File: config.mk
export PLATFORM = sky130hd
export DESIGN_NAME = adc_satcal
export DESIGN_NICKNAME = d
export VERILOG_FILES = /design/src/rtl/satcal_pkg.sv /design/src/rtl/satcal_sat_detect.sv /design/src/rtl/satcal_window.sv /design/src/rtl/satcal_ref.sv /design/src/rtl/adc_satcal.sv
export SDC_FILE = /design/constraint.sdc
export NUM_CORES = 1
export LEC_CHECK = 0
export BUFFER_PORTS_ARGS = -buffer_cell sky130_fd_sc_hd__buf_4
export CAP_MARGIN = 20
export CORE_MARGIN = 2
export CORE_UTILIZATION = 59
export DETAILED_ROUTE_END_ITERATION = 6
export GPL_TIMING_DRIVEN = 0
export PLACE_DENSITY = 0.87
export SLEW_MARGIN = 20
export SYNTH_ARGS = -nofsm -noshare
export SYNTH_HDL_FRONTEND = slang
export SYNTH_SLANG_ARGS = --single-unit
File: constraint.sdc
create_clock -name clk -period 14.02 [get_ports clk]
set_clock_uncertainty 0.2 [all_clocks]
set_input_delay 4.206 -clock clk [delete_from_list [all_inputs] [get_ports clk]]
set_output_delay 4.206 -clock clk [all_outputs]
set_load 0.02 [all_outputs]
File: src/rtl/satcal_pkg.sv
package satcal_pkg;
    typedef enum logic [1:0] {
        STEP_HOLD = 2'd0,
        STEP_UP   = 2'd1,
        STEP_DOWN = 2'd2
    } step_e;
endpackage

File: src/rtl/satcal_sat_detect.sv
module satcal_sat_detect #(
    parameter int CODE_W = 3
) (
    input  logic [CODE_W-1:0] code,
    output logic              sat
);
    localparam logic [CODE_W-1:0] POS_FS = {1'b0, {(CODE_W-1){1'b1}}};
    localparam logic [CODE_W-1:0] NEG_FS = {1'b1, {(CODE_W-1){1'b0}}};

    always_comb begin
        sat = (code == POS_FS) || (code == NEG_FS);
    end
endmodule

File: src/rtl/satcal_window.sv
module satcal_window
    import satcal_pkg::*;
#(
    parameter int WIN_W = 12
) (
    input  logic             clk,
    input  logic             rst,
    input  logic             smp_vld,
    input  logic             smp_sat,
    input  logic [WIN_W-1:0] win_len,
    input  logic [WIN_W:0]   thr_hi,
    input  logic [WIN_W:0]   thr_lo,
    output step_e            step
);
    typedef struct packed {
        logic [WIN_W-1:0] cnt;
        logic [WIN_W:0]   sat_cnt;
    } win_st_t;

    win_st_t    st_d, st_q;
    logic [WIN_W:0] total;
    logic       last;

    always_comb begin
        st_d  = st_q;
        step  = STEP_HOLD;
        total = st_q.sat_cnt + {{WIN_W{1'b0}}, smp_sat};
        last  = (st_q.cnt == win_len);
        if (smp_vld) begin
            if (last) begin
                st_d.cnt     = '0;
                st_d.sat_cnt = '0;
                if (total > thr_hi) begin
                    step = STEP_UP;
                end else if (total < thr_lo) begin
                    step = STEP_DOWN;
                end
            end else begin
                st_d.cnt     = st_q.cnt + 1'b1;
                st_d.sat_cnt = total;
            end
        end
    end

    always_ff @(posedge clk) begin
        if (rst) begin
            st_q <= '0;
        end else begin
            st_q <= st_d;
        end
    end
endmodule

File: src/rtl/satcal_ref.sv
module satcal_ref
    import satcal_pkg::*;
#(
    parameter int REF_W = 4
) (
    input  logic             clk,
    input  logic             rst,
    input  step_e            step,
    output logic [REF_W-1:0] ref_code
);
    localparam logic [REF_W-1:0] REF_MAX = {REF_W{1'b1}};
    localparam logic [REF_W-1:0] REF_MID = {1'b1, {(REF_W-1){1'b0}}};

    typedef struct packed {
        logic [REF_W-1:0] lvl;
    } ref_st_t;

    ref_st_t st_d, st_q;

    always_comb begin
        st_d = st_q;
        case (step)
            STEP_UP:   if (st_q.lvl != REF_MAX) st_d.lvl = st_q.lvl + 1'b1;
            STEP_DOWN: if (st_q.lvl != '0)      st_d.lvl = st_q.lvl - 1'b1;
            default:   st_d = st_q;
        endcase
    end

    always_ff @(posedge clk) begin
        if (rst) begin
            st_q.lvl <= REF_MID;
        end else begin
            st_q <= st_d;
        end
    end

    assign ref_code = st_q.lvl;
endmodule

File: src/rtl/adc_satcal.sv
module adc_satcal
    import satcal_pkg::*;
#(
    parameter int CODE_W = 3,
    parameter int WIN_W  = 12,
    parameter int REF_W  = 4
) (
    input  logic              clk,
    input  logic              rst,
    input  logic              smp_vld,
    input  logic [CODE_W-1:0] i_code,
    input  logic [CODE_W-1:0] q_code,
    input  logic [WIN_W-1:0]  win_len,
    input  logic [WIN_W:0]    thr_hi,
    input  logic [WIN_W:0]    thr_lo,
    output logic [REF_W-1:0]  ref_code
);
    localparam int NCH = 2;

    logic [NCH-1:0][CODE_W-1:0] ch_code;
    logic [NCH-1:0]             ch_sat;
    logic                       smp_sat;
    step_e                      step;

    assign ch_code[0] = i_code;
    assign ch_code[1] = q_code;

    for (genvar g = 0; g < NCH; g++) begin : g_det
        satcal_sat_detect #(.CODE_W(CODE_W)) u_det (
            .code (ch_code[g]),
            .sat  (ch_sat[g])
        );
    end

    assign smp_sat = |ch_sat;

    satcal_window #(.WIN_W(WIN_W)) u_win (
        .clk     (clk),
        .rst     (rst),
        .smp_vld (smp_vld),
        .smp_sat (smp_sat),
        .win_len (win_len),
        .thr_hi  (thr_hi),
        .thr_lo  (thr_lo),
        .step    (step)
    );

    satcal_ref #(.REF_W(REF_W)) u_ref (
        .clk      (clk),
        .rst      (rst),
        .step     (step),
        .ref_code (ref_code)
    );
endmodule

==> impl_results.md <==
* Run status: complete, no violations
* Post-Synthesis Cell Area at 2290 sq um
* Peak VDD IR at 70.0 uV
* Initial drt markers at 86
* Largest cells by area after synthesis: dfxtp_1 (25%), ha_1 (17%), xor2_1 (11%), nor2_1 (5.1%), inv_1 (4.9%)
* Top FF cell, synth: dfxtp_1
* NumNets Final at 422
* Fin crit period at 8.81 ns
* Worst path slowest cell: a21boi_1
* Synth Instances at 285
* Fillers at 278
* Reg2reg start: u_win.st_q[0]$_SDFFE_PP0P_
* Crit. Startpoint: i_code[0]
* Crit path launch type: input port
* Async set-reset flop share out of synthesis at 0%
* First-pass GRT wire length at 8550 microns
* Number of distinct library cells after synthesis at 37
* Die area at 4400 sq um
* Clock Root Buffer: clkbuf_8
* Multi-input gate area at 1560 sq um
* CTS tree: built
* Max Clk Rate at 0.114 GHz
* Setup_tns at 0 ns
* CP Max Fanout at 6
* Post_cts resized at 0
* Syn avg cell area at 8.05 sq um
* Register area at 581 sq um
* Top-count cell post-synth: ha_1
* DR vias at 2,172
* Arrival time worst endpoint at 8.76 ns
* Pwr Density at 66.2 nW/um^2
* Most frequent CP cell: ha_1
* R2R depth at 17
* Met2 GRT Util at 43.3%
* Post-synth top cells: ha_1 (32), nor2_1 (31), inv_1 (30)
* Met1 Use GR at 30.9%
* Initial antenna violation count at 0
* P&R area growth vs syn at 23.4%
* Placement Setup Slack at 4.98 ns
* Avg WL per Cell at 12.6 microns
* Worst min path class: flip-flop to flip-flop
* Layer with the highest usage: met2
* Max_slew headroom at 67.6%
* Die height at 66.3 microns
* Hold Buf Count CTS at 0
* Worst-skew pair later-pin latency at 0.29 ns
* Critical-path cell list: buf_4, nor2_1, a21oi_1, o211ai_1, ha_1, ha_1, and3_1, nand3_1, nor2_1, xor2_1, ha_1, nand4_1, a31oi_1, a211oi_1, a21oi_1, a2111oi_2, ha_1, a31oi_1, a21boi_1, mux2i_1, nor2_1
* Htree depth at 2
* Number of vias per cell at 5.55
* Worst setup endpoint: u_ref.ref_code[2]$_SDFFE_PP0P_
* Internal reg-to-reg setup slack at 9.19 ns
* Leakage power at 1.45 nW
* Top-area cell type share of the netlist area at 25.3%
* GRT Total Usage at 24.8%
* Initial Utilization at 62.2%
* Worst-path clk slew at 0.06 ns
* RSZ-0062 raised after global routing: no
* Clock Tree Buf Depth at 2
* Critical path type: input port to flip-flop
* DP HPWL at 3890 microns
* Worst-Margin Slew at 0.485 ns
* Hold Fails Final Rpt at 0
* Postcts setup bufs at 0
* Cell Rows at 22
* Pre-antenna DRT Iters at 4
* Share of post-route cells with drive strength above 1 at 18.4%
* Area leader, netlist: dfxtp_1
* Yosys warnings at 0
* Crit. End Element: flip-flop
* Part of the Yosys area used for sequential elements at 25.3%
* Post-synth EDFFs at 0
* R2r endpoint: u_ref.ref_code[2]$_SDFFE_PP0P_
* Detail Route Antenna Nets at 0
* Worst path required time at 13.98 ns
* Worst setup margin at 5.21 ns
* Clk sinks at 29
* Total power at 0.187 mW
* Met3 Usage GRT at 5.45%
* Mapped Nets at 365
* Pin count of the biggest net entering global routing at 11
* Buffers added on ports at 50
* # IOs at 51
* Slew Viols, Final at 0
* Placer Congestion at 0.843
* Period utilization at 62.8%
* CTS buffer count at 5
* Final setup fails at 0
* Placed instance area at 2730 sq um
* Number of diodes at 0
* Gr ovfl total at 0
* # DRC at 0
* Post-route cell area at 2830 sq um
* Chip width at 66.3 microns
* Max Cap Viol at 0
* Flops & latches, synth at 29
* Core Area at 3690 sq um
* Drt total wl at 4910 microns
* Vias in the first global route at 1,988
* Slowest cell delay on critical path at 0.48 ns
## cell families (layout without fill, tap and decap cells)
logic type                 Yosys count  in the layout  share of synthesized area (%)
AOI/OAI and AO/OA                   44             44                           12.9
muxes                                1              1                          0.436
and+or+nand+nor                    102            102                           21.9
buffers and inverters               38             96                           6.55
DFF                                 29             29                           25.3
adders and majority gates           33             33                           18.3
xor gates and xnor gates            38             38                           14.5
## power breakdown
group / leakage (nW) / internal [mW] / switching, mW
Combinational: 1.17 / 0.0151 / 0.0124
Clock: 0.0542 / 0.0442 / 0.0312
Sequential: 0.234 / 0.0834 / 0.000994
Total: 1.45 / 0.143 / 0.0445
## flip-flops by register name, indices dropped and copies added, names as in the netlist
register / cells
u_ref.ref_code: 4
u_win.st_q: 25
## final cells by class
| cell class | count | share of cell area, % |
|---|---|---|
| tap | 48 | 2.12 |
| clock inverter | 1 | 0.177 |
| buffer | 8 | 1.33 |
| timing repair buffer | 50 | 13.3 |
| sequential | 29 | 20.5 |
| clock buffer | 7 | 3.40 |
| multi-input combinational | 218 | 55.2 |
| inverter | 30 | 3.98 |
## cell usage in the layout, fill, tap and decap left out, types with 3 or more instances in the layout
cell / count
clkbuf_1: 4
a211oi_1: 3
nor2_1: 31
and3_1: 9
a32o_1: 5
dfxtp_1: 29
nand3_1: 16
a21oi_1: 14
buf_2: 3
buf_4: 51
nand4_1: 7
clkbuf_8: 7
xor2_1: 28
xnor2_1: 10
nand2_1: 22
nor4_1: 6
ha_1: 32
and4_1: 3
o21ai_0: 8
inv_1: 30
a21o_1: 3
## metrics by stage
step	std cells	util, %	hold slack (ns)
4_1_cts	391	76.7	0.279
3_3_place_gp	383	74.0	0.261
6_report	391	76.7	0.277
2_1_floorplan	285	-	0.245
3_5_place_dp	383	74.0	0.271
5_1_grt	391	76.7	0.310
## how the worst min path moves through the flow
stage | startpoint | to | slack (ns) | cells past startpoint
after floorplan | u_win.st_q[0]$_SDFFE_PP0P_ | u_win.st_q[0]$_SDFFE_PP0P_ | 0.25 | 2
after global placement | u_win.st_q[0]$_SDFFE_PP0P_ | u_win.st_q[0]$_SDFFE_PP0P_ | 0.26 | 2
after detailed placement | u_win.st_q[0]$_SDFFE_PP0P_ | u_win.st_q[0]$_SDFFE_PP0P_ | 0.27 | 2
after CTS | u_win.st_q[0]$_SDFFE_PP0P_ | u_win.st_q[0]$_SDFFE_PP0P_ | 0.28 | 2
after global routing | u_win.st_q[0]$_SDFFE_PP0P_ | u_win.st_q[0]$_SDFFE_PP0P_ | 0.31 | 2
final | u_win.st_q[0]$_SDFFE_PP0P_ | u_win.st_q[0]$_SDFFE_PP0P_ | 0.28 | 2
## critical path: cells and delay by family
kind	cells	cell delay (ns)
XOR/XNOR	1	0.32
adder cells (fa/ha/maj)	4	1.05
AND/OR/NAND/NOR	6	0.97
multiplexers	1	0.25
buffers and inverters	1	0.11
AO/OA/AOI/OAI	8	1.83
## routing by layer
layer / vias to the layer above / routed length (microns)
met4: 0 / 48
met5: - / 0
met1: 1007 / 2140
met2: 52 / 2460
met3: 7 / 264
li1: 1106 / -
No activity file was read; power rests on OpenSTA's default activity.
